--- src/rtl/frt_pkg.sv ---
package frt_pkg;
   typedef enum logic [1:0] {
      EDGE_NONE = 2'b00,
      EDGE_RISE = 2'b01,
      EDGE_FALL = 2'b10,
      EDGE_ANY  = 2'b11
   } edge_mode_e;

   localparam int ADDR_CTRL     = 0;
   localparam int ADDR_EDGE     = 1;
   localparam int ADDR_PAIR     = 2;
   localparam int ADDR_CMP_BASE = 4;

   localparam int CTRL_RUN_BIT  = 0;
   localparam int CTRL_SEL_LSB  = 1;
endpackage

--- src/rtl/frt_prescaler.sv ---
module frt_prescaler #(
   parameter int SEL_W = 3
) (
   input  logic             clk,
   input  logic             rst_n,
   input  logic             run,
   input  logic [SEL_W-1:0] sel,
   output logic             tick
);
   localparam int DIV_W = (1 << SEL_W) - 1;

   logic [DIV_W-1:0] div_q;
   logic [DIV_W:0]   mask_w;

   always_comb begin
      mask_w = ((DIV_W+1)'(1) << sel) - (DIV_W+1)'(1);
      tick   = run && ((div_q & mask_w[DIV_W-1:0]) == mask_w[DIV_W-1:0]);
   end

   always_ff @(posedge clk or negedge rst_n) begin
      if (!rst_n)   div_q <= '0;
      else if (run) div_q <= div_q + DIV_W'(1);
      else          div_q <= '0;
   end

   AST_NO_TICK_IDLE: assert property (@(posedge clk) disable iff (!rst_n)
      !run |-> !tick);
   AST_DIV1_EVERY: assert property (@(posedge clk) disable iff (!rst_n)
      (run && sel == '0) |-> tick);
endmodule

--- src/rtl/frt_counter.sv ---
module frt_counter #(
   parameter int CNT_W = 16
) (
   input  logic             clk,
   input  logic             rst_n,
   input  logic             tick,
   input  logic             clr_en,
   input  logic [CNT_W-1:0] cmp0,
   input  logic             ovf_clr,
   output logic [CNT_W-1:0] cnt,
   output logic             ovf_flag
);
   logic [CNT_W-1:0] cnt_q;
   logic             ovf_q;
   logic             restart;
   logic             wrap;

   always_comb begin
      restart = tick && clr_en && (cnt_q == cmp0);
      wrap    = tick && !restart && (cnt_q == {CNT_W{1'b1}});
   end

   always_ff @(posedge clk or negedge rst_n) begin
      if (!rst_n) begin
         cnt_q <= '0;
         ovf_q <= 1'b0;
      end else begin
         if (restart)   cnt_q <= '0;
         else if (tick) cnt_q <= cnt_q + CNT_W'(1);
         ovf_q <= wrap | (ovf_q & ~ovf_clr);
      end
   end

   assign cnt      = cnt_q;
   assign ovf_flag = ovf_q;

   AST_IDLE_HOLD: assert property (@(posedge clk) disable iff (!rst_n)
      !tick |=> $stable(cnt_q));
   AST_MATCH_RESTART: assert property (@(posedge clk) disable iff (!rst_n)
      (tick && clr_en && cnt_q == cmp0) |=> (cnt_q == '0));
   AST_WRAP_FLAG: assert property (@(posedge clk) disable iff (!rst_n)
      (tick && !(clr_en && cnt_q == cmp0) && cnt_q == {CNT_W{1'b1}}) |=> (ovf_q && cnt_q == '0));
endmodule

--- src/rtl/frt_capture_ch.sv ---
module frt_capture_ch
   import frt_pkg::*;
#(
   parameter int CNT_W       = 16,
   parameter int SYNC_STAGES = 2
) (
   input  logic             clk,
   input  logic             rst_n,
   input  logic             pin,
   input  logic [1:0]       mode,
   input  logic [CNT_W-1:0] cnt,
   input  logic             clr,
   output logic [CNT_W-1:0] val,
   output logic             flag
);
   logic [SYNC_STAGES-1:0] sync_q;
   logic                   synced;
   logic                   prev_q;
   logic                   hit;
   logic [CNT_W-1:0]       val_q;
   logic                   flag_q;

   always_ff @(posedge clk or negedge rst_n) begin
      if (!rst_n) sync_q <= '0;
      else        sync_q <= {sync_q[SYNC_STAGES-2:0], pin};
   end

   assign synced = sync_q[SYNC_STAGES-1];

   always_comb begin
      unique case (edge_mode_e'(mode))
         EDGE_RISE: hit = synced & ~prev_q;
         EDGE_FALL: hit = ~synced & prev_q;
         EDGE_ANY:  hit = synced ^ prev_q;
         default:   hit = 1'b0;
      endcase
   end

   always_ff @(posedge clk or negedge rst_n) begin
      if (!rst_n) begin
         prev_q <= 1'b0;
         val_q  <= '0;
         flag_q <= 1'b0;
      end else begin
         prev_q <= synced;
         if (hit) val_q <= cnt;
         flag_q <= hit | (flag_q & ~clr);
      end
   end

   assign val  = val_q;
   assign flag = flag_q;

   AST_CAP_LATCH: assert property (@(posedge clk) disable iff (!rst_n)
      hit |=> (val_q == $past(cnt) && flag_q));
   AST_CAP_STICKY: assert property (@(posedge clk) disable iff (!rst_n)
      (flag_q && !clr) |=> flag_q);
   AST_CAP_NONE_QUIET: assert property (@(posedge clk) disable iff (!rst_n)
      (mode == 2'b00) |=> $stable(val_q));
endmodule

--- src/rtl/frt_compare_bank.sv ---
module frt_compare_bank #(
   parameter int CNT_W = 16,
   parameter int N_CMP = 4
) (
   input  logic                    clk,
   input  logic                    rst_n,
   input  logic                    tick,
   input  logic [CNT_W-1:0]        cnt,
   input  logic [N_CMP*CNT_W-1:0]  cmp_vals,
   input  logic [N_CMP/2-1:0]      pair_en,
   input  logic [N_CMP-1:0]        clr,
   output logic [N_CMP-1:0]        flag,
   output logic [N_CMP-1:0]        out
);
   localparam int N_PAIR = N_CMP / 2;

   logic [N_CMP-1:0] hit;
   logic [N_CMP-1:0] flag_q;

   always_comb begin
      for (int i = 0; i < N_CMP; i++)
         hit[i] = tick && (cnt == cmp_vals[i*CNT_W +: CNT_W]);
   end

   always_ff @(posedge clk or negedge rst_n) begin
      if (!rst_n) flag_q <= '0;
      else        flag_q <= hit | (flag_q & ~clr);
   end

   assign flag = flag_q;

   for (genvar p = 0; p < N_PAIR; p++) begin : g_pair
      logic ev_q;
      logic od_q;

      always_ff @(posedge clk or negedge rst_n) begin
         if (!rst_n) begin
            ev_q <= 1'b0;
            od_q <= 1'b0;
         end else if (pair_en[p]) begin
            if (hit[2*p])        ev_q <= 1'b1;
            else if (hit[2*p+1]) ev_q <= 1'b0;
            od_q <= 1'b0;
         end else begin
            ev_q <= ev_q ^ hit[2*p];
            od_q <= od_q ^ hit[2*p+1];
         end
      end

      assign out[2*p]   = ev_q;
      assign out[2*p+1] = od_q;

      AST_PAIR_SET: assert property (@(posedge clk) disable iff (!rst_n)
         (pair_en[p] && hit[2*p]) |=> ev_q);
      AST_PAIR_ODD_LOW: assert property (@(posedge clk) disable iff (!rst_n)
         pair_en[p] |=> !od_q);
      AST_SINGLE_TOGGLE: assert property (@(posedge clk) disable iff (!rst_n)
         (!pair_en[p] && hit[2*p+1]) |=> (od_q != $past(od_q)));
   end

   AST_CMP_FLAG_SET: assert property (@(posedge clk) disable iff (!rst_n)
      (hit != '0) |=> ((flag_q & $past(hit)) == $past(hit)));
endmodule

--- src/rtl/frt_capcmp_top.sv ---
module frt_capcmp_top
   import frt_pkg::*;
#(
   parameter int CNT_W       = 16,
   parameter int SEL_W       = 3,
   parameter int N_CAP       = 6,
   parameter int N_CMP       = 4,
   parameter int SYNC_STAGES = 2,
   parameter int ADDR_W      = 4,
   parameter int DATA_W      = 16
) (
   input  logic                   clk,
   input  logic                   rst_n,
   input  logic                   wr_en,
   input  logic [ADDR_W-1:0]      wr_addr,
   input  logic [DATA_W-1:0]      wr_data,
   input  logic                   ovf_clr,
   input  logic [N_CAP-1:0]       cap_clr,
   input  logic [N_CMP-1:0]       cmp_clr,
   input  logic [N_CAP-1:0]       cap_pin,
   output logic [CNT_W-1:0]       count,
   output logic                   ovf_flag,
   output logic [N_CAP-1:0]       cap_flag,
   output logic [N_CAP*CNT_W-1:0] cap_val,
   output logic [N_CMP-1:0]       cmp_flag,
   output logic [N_CMP-1:0]       cmp_out
);
   localparam int N_PAIR    = N_CMP / 2;
   localparam int EDGE_W    = 2 * N_CAP;
   localparam int CLRM_BIT  = CTRL_SEL_LSB + SEL_W;

   if (N_CMP < 2 || (N_CMP % 2) != 0) begin : g_bad_cmp
      $error("N_CMP must be an even number of at least 2");
   end
   if (EDGE_W > DATA_W || N_PAIR > DATA_W || CNT_W > DATA_W || CLRM_BIT >= DATA_W) begin : g_bad_width
      $error("a register field does not fit in DATA_W");
   end
   if (ADDR_CMP_BASE + N_CMP > (1 << ADDR_W)) begin : g_bad_addr
      $error("compare registers exceed the address space");
   end
   if (SYNC_STAGES < 2) begin : g_bad_sync
      $error("SYNC_STAGES must be at least 2");
   end

   logic                   run_q;
   logic [SEL_W-1:0]       sel_q;
   logic                   clrm_q;
   logic [EDGE_W-1:0]      edge_q;
   logic [N_PAIR-1:0]      pair_q;
   logic [N_CMP*CNT_W-1:0] cmp_q;
   logic                   tick;
   logic [CNT_W-1:0]       cnt;

   always_ff @(posedge clk or negedge rst_n) begin
      if (!rst_n) begin
         run_q  <= 1'b0;
         sel_q  <= '0;
         clrm_q <= 1'b0;
         edge_q <= '0;
         pair_q <= '0;
         cmp_q  <= '0;
      end else if (wr_en) begin
         if (wr_addr == ADDR_W'(ADDR_CTRL)) begin
            run_q  <= wr_data[CTRL_RUN_BIT];
            sel_q  <= wr_data[CTRL_SEL_LSB +: SEL_W];
            clrm_q <= wr_data[CLRM_BIT];
         end
         if (wr_addr == ADDR_W'(ADDR_EDGE)) edge_q <= wr_data[EDGE_W-1:0];
         if (wr_addr == ADDR_W'(ADDR_PAIR)) pair_q <= wr_data[N_PAIR-1:0];
         for (int i = 0; i < N_CMP; i++) begin
            if (wr_addr == ADDR_W'(ADDR_CMP_BASE + i))
               cmp_q[i*CNT_W +: CNT_W] <= wr_data[CNT_W-1:0];
         end
      end
   end

   frt_prescaler #(.SEL_W(SEL_W)) u_presc (
      .clk  (clk),
      .rst_n(rst_n),
      .run  (run_q),
      .sel  (sel_q),
      .tick (tick)
   );

   frt_counter #(.CNT_W(CNT_W)) u_cnt (
      .clk     (clk),
      .rst_n   (rst_n),
      .tick    (tick),
      .clr_en  (clrm_q),
      .cmp0    (cmp_q[CNT_W-1:0]),
      .ovf_clr (ovf_clr),
      .cnt     (cnt),
      .ovf_flag(ovf_flag)
   );

   for (genvar c = 0; c < N_CAP; c++) begin : g_cap
      frt_capture_ch #(.CNT_W(CNT_W), .SYNC_STAGES(SYNC_STAGES)) u_ch (
         .clk  (clk),
         .rst_n(rst_n),
         .pin  (cap_pin[c]),
         .mode (edge_q[2*c +: 2]),
         .cnt  (cnt),
         .clr  (cap_clr[c]),
         .val  (cap_val[c*CNT_W +: CNT_W]),
         .flag (cap_flag[c])
      );
   end

   frt_compare_bank #(.CNT_W(CNT_W), .N_CMP(N_CMP)) u_cmp (
      .clk     (clk),
      .rst_n   (rst_n),
      .tick    (tick),
      .cnt     (cnt),
      .cmp_vals(cmp_q),
      .pair_en (pair_q),
      .clr     (cmp_clr),
      .flag    (cmp_flag),
      .out     (cmp_out)
   );

   assign count = cnt;

   AST_HELD_BEFORE_RUN: assert property (@(posedge clk) disable iff (!rst_n)
      (!run_q && count == '0) |=> (count == '0));
endmodule

--- config.mk ---
export PLATFORM = sky130hd
export DESIGN_NAME = frt_capcmp_top
export DESIGN_NICKNAME = d
export VERILOG_FILES = /design/src/rtl/frt_pkg.sv /design/src/rtl/frt_prescaler.sv /design/src/rtl/frt_counter.sv /design/src/rtl/frt_capture_ch.sv /design/src/rtl/frt_compare_bank.sv /design/src/rtl/frt_capcmp_top.sv
export SDC_FILE = /design/constraint.sdc
export NUM_CORES = 1
export LEC_CHECK = 0
export BUFFER_PORTS_ARGS = -buffer_cell sky130_fd_sc_hd__clkbuf_2
export CAP_MARGIN = 10
export CELL_PAD_IN_SITES_DETAIL_PLACEMENT = 1
export CELL_PAD_IN_SITES_GLOBAL_PLACEMENT = 2
export CORE_ASPECT_RATIO = 0.8
export CORE_UTILIZATION = 39
export CTS_CLUSTER_DIAMETER = 40
export DETAILED_ROUTE_END_ITERATION = 7
export PLACE_DENSITY = 0.79
export RECOVER_POWER = 50
export SLEW_MARGIN = 20
export SYNTH_ARGS = -nofsm -noshare
export SYNTH_HDL_FRONTEND = slang
export SYNTH_SLANG_ARGS = --single-unit
--- constraint.sdc ---
create_clock -name clk -period 2.4 [get_ports clk]
set_input_delay 0.24 -clock clk [delete_from_list [all_inputs] [get_ports clk]]
set_output_delay 0.24 -clock clk [all_outputs]
set_load 0.1 [all_outputs]
==> impl_metrics.json <==
{
  "diodes": 0,
  "status": "complete, no violations",
  "avgSynthCellArea_um2": 13.25,
  "antenna_found_initial": 0,
  "layout-drive-gt1-share_pct": 45.88,
  "finalSetupViolations": 0,
  "intPower_mw": 9.146,
  "vdd_ir_drop_max_v": 0.001607,
  "start_util_pct": 40.11,
  "drt_iter0_drc": 371,
  "hp-class": "primary input to flip-flop",
  "critPathLaunchType": "flip-flop",
  "synthSimpleGateAreaFrac_pct": 6.347,
  "switchingPower_mw": 5.411,
  "cts_tree": "yes",
  "pin_count": 167,
  "r2r_start": "u_cnt.cnt[1]$_DFFE_PN0P_",
  "ys.flop_type": "dfrtp_1",
  "synthMuxAreaShare_pct": 19.85,
  "hold_viol": 0,
  "syn_to_final_growth_pct": 26.67,
  "wl_per_cell_um": 20.00,
  "wl_mm": 27.17,
  "cts.path.max_buffers": 3,
  "p_leak_nw": 6.163,
  "switching_share_pct": 37.17,
  "synth_cells": 772,
  "hold_slack_ns": 0.03721,
  "synth-compound-area-share_pct": 4.158,
  "synth_fa_ha_area_share_pct": 1.712,
  "via_per_inst": 4.974,
  "slew_viol_final": 0,
  "grt_max_degree": 83,
  "relSlewSlack_pct": 19.32,
  "arrival_ns": 2.65,
  "pwr-share-seq_pct": 35.2,
  "startpoint": "u_cnt.cnt[1]$_DFFE_PN0P_",
  "row_count": 52,
  "yosysWarnings": 0,
  "dp_hpwl_mm": 18.91,
  "crit_type": "flip-flop to flip-flop",
  "cts.clk_slew.worst_paths_ns": 0.06,
  "grt_pass1_vias": 7294,
  "finalCritPeriodShare_pct": 94.35,
  "die_w_um": 183.1,
  "power_frac_comb_pct": 28.0,
  "htreeDepth": 2,
  "drc": 0,
  "cp_max_fo": 9,
  "gr-usage-all-layers_pct": 21.06,
  "clkSinkCount": 235,
  "portBuffers": 166,
  "clkPwrFrac_pct": 36.9,
  "num-nets-final": 1035,
  "syn_nets": 826,
  "async_flop_share_pct": 100.0,
  "core_um2": 25500,
  "num_vias": 6755,
  "synth_edf_count": 0,
  "synthXorXnorAreaFrac_pct": 6.225,
  "die_y_um": 146.9,
  "place_congestion": 0.7898,
  "grt_setup_unrepaired": "false",
  "endpoint_kind": "flip-flop",
  "timing_worst_slew_pin_value_ns": 1.210,
  "layout_setup_ws_ns": 0.1356,
  "synth_cell_type_count": 47,
  "clock-root-buffer": "clkbuf_16",
  "post-place-ws_ns": 0.2092,
  "clock_skew_ns": 0.02095,
  "r2r_end": "u_cnt.cnt[14]$_DFFE_PN0P_",
  "cts_buffers": 35,
  "r2r_slack_ns": 0.14,
  "drt-pass1-iter-count": 4,
  "synth_top_family_by_area": "multiplexers",
  "ant_nets": 0,
  "grt-ovfl-total": 0,
  "yosysSeqAreaShare_pct": 57.48,
  "final.min_clock_period_ns": 2.264,
  "postCtsSetupBuffers": 0,
  "die_area_um2": 26890,
  "ys_seq_elements": 235,
  "reg2regPathDepth": 8,
  "endpoint": "u_cnt.cnt[14]$_DFFE_PN0P_",
  "timing.fmax_mhz": 441.6,
  "synth.cell_area_um2": 10230,
  "crit_required_ns": 2.78,
  "cap_violations": 0,
  "p_per_area_nw_per_um2": 1123,
  "clock_latency_ns": 0.51,
  "grt_pass1_wl_mm": 43.23
}
-- worst min path at each step --
stage                            from                                 to  slack, ns  cells after the start
final                     wr_data[12]              cmp_q[12]$_DFFE_PN0P_       0.04                      2
after global routing      wr_data[12]              cmp_q[12]$_DFFE_PN0P_       0.03                      2
after CTS                 wr_data[12]              cmp_q[12]$_DFFE_PN0P_       0.02                      2
after detailed placement        rst_n  g_cap[5].u_ch.sync_q[0]$_DFF_PN0_       0.31                      1
after global placement          rst_n  g_cap[0].u_ch.sync_q[0]$_DFF_PN0_       0.31                      1
after floorplan                 rst_n                 clrm_q$_DFFE_PN0P_      -0.06                      0
-- power groups by stage --
stage | Clock (mW) | Combinational (mW) | Sequential, mW
2_1_floorplan | 0 | 1.72 | 6.51
3_3_place_gp | 0 | 4.01 | 5.15
3_5_place_dp | 0 | 4.06 | 5.18
4_1_cts | 5.47 | 4.11 | 5.13
5_1_grt | 5.64 | 4.28 | 5.21
6_report | 5.37 | 4.07 | 5.12
-- repair_timing --
action / CTS / global route
hold endpoints to repair: 94 / 0
hold buffers: 18 / 0
endpoints found under the setup margin: 0 / 0
resized for setup: 0 / 0
-- worst max-delay path: stages, from the launching register on --
cell and delay, ns:
dfrtp_2 0.49, buf_4 0.21, ha_1 0.24, and3_1 0.20, nand3_1 0.11, nor2_1 0.42
a32oi_1 0.18, o21ai_0 0.20, o31ai_1 0.10
-- stage by stage --
| step | area [um^2] | total power, mW | TNS [ns] | std cells | utilization, % |
|---|---|---|---|---|---|
| CTS | 13030 | 14.72 | 0 | 1358 | 51.09 |
| global placement | 11610 | 9.158 | 0 | 1277 | 45.54 |
| global route | 12960 | 15.13 | 0 | 1358 | 50.81 |
| finish | 12960 | 14.56 | 0 | 1358 | 50.81 |
| detailed placement | 11610 | 9.247 | 0 | 1277 | 45.54 |
| floorplan | 10250 | 8.233 | -0.01310 | 772 | - |
-- routing by layer --
layer  track usage (%)  routed length, um
met5                 0                  0
met4             4.792                351
met2             33.08              12460
met1             30.41              13130
met3             3.669               1224
-- cell type report --
type,instances,area [um^2]
Multi-Input combinational cell,450,3923
Sequential cell,235,5896
Clock inverter,23,289.0
Fill cell,2699,12540
Clock buffer,40,947.2
Tap cell,351,439.2
Timing Repair Buffer,227,1346
Inverter,32,120.1
-- placed cells by master, fill, tap and decap left out, drive strengths merged, types with 7 or more instances in the layout --
master,Yosys,final
nand3,15,15
dfrtp,235,235
ha,14,14
xnor2,67,67
nand2,33,33
mux2,175,175
o21ai,35,35
nand4,20,20
inv,32,39
clkbuf,21,212
a21oi,7,7
buf,34,37
dlygate4sd3,0,18
nor2,9,9
a21o,7,7
and2,9,9
-- cell usage after synthesis (3+ instances only) --
| library cell | number | area (um^2) |
|---|---|---|
| nand4_1 | 19 | 118.9 |
| and3_1 | 6 | 37.54 |
| nand2b_1 | 3 | 18.77 |
| nor2_1 | 9 | 33.78 |
| clkbuf_1 | 21 | 78.83 |
| nand3b_1 | 3 | 22.52 |
| xnor2_1 | 65 | 569.3 |
| ha_1 | 14 | 175.2 |
| buf_2 | 13 | 65.06 |
| nor4_1 | 5 | 31.28 |
| and2_1 | 9 | 56.30 |
| buf_4 | 12 | 90.09 |
| o31ai_1 | 5 | 37.54 |
| nand3_1 | 15 | 75.07 |
| inv_1 | 32 | 120.1 |
| a21boi_0 | 4 | 30.03 |
| o21ai_0 | 28 | 140.1 |
| o21ai_1 | 6 | 30.03 |
| a21o_1 | 7 | 52.55 |
| buf_1 | 3 | 11.26 |
| dfrtp_1 | 235 | 5881 |
| buf_6 | 6 | 67.56 |
| a21oi_1 | 5 | 25.02 |
| nand2_1 | 33 | 123.9 |
| mux2_2 | 175 | 1971 |
| nor2b_1 | 3 | 18.77 |
| xor2_1 | 4 | 35.03 |
| mux2i_1 | 6 | 60.06 |
-- kinds of logic (layout without fill, tap and decap cells) --
family	count (synthesis)	in the layout
flops	235	235
compound gates	67	67
fa+ha+maj	14	14
mux	181	181
buf+inv	87	322
simple gates	117	117
xor+xnor	71	71
-- registers in the layout, indices dropped and copies added, names as in the netlist --
signal and flops:
g_cap.u_ch.val 96, cmp_q 64, u_cnt.cnt 16, edge_q 12, g_cap.u_ch.sync_q 12, u_presc.div_q 7
g_cap.u_ch.flag 6, g_cap.u_ch.prev_q 6, u_cmp.flag 4, sel_q 3, pair_q 2, u_cmp.g_pair.ev_q 2
u_cmp.g_pair.od_q 2, clrm_q 1, run_q 1, u_cnt.ovf_flag 1
Note: power is estimated with default switching activity, not from simulation.
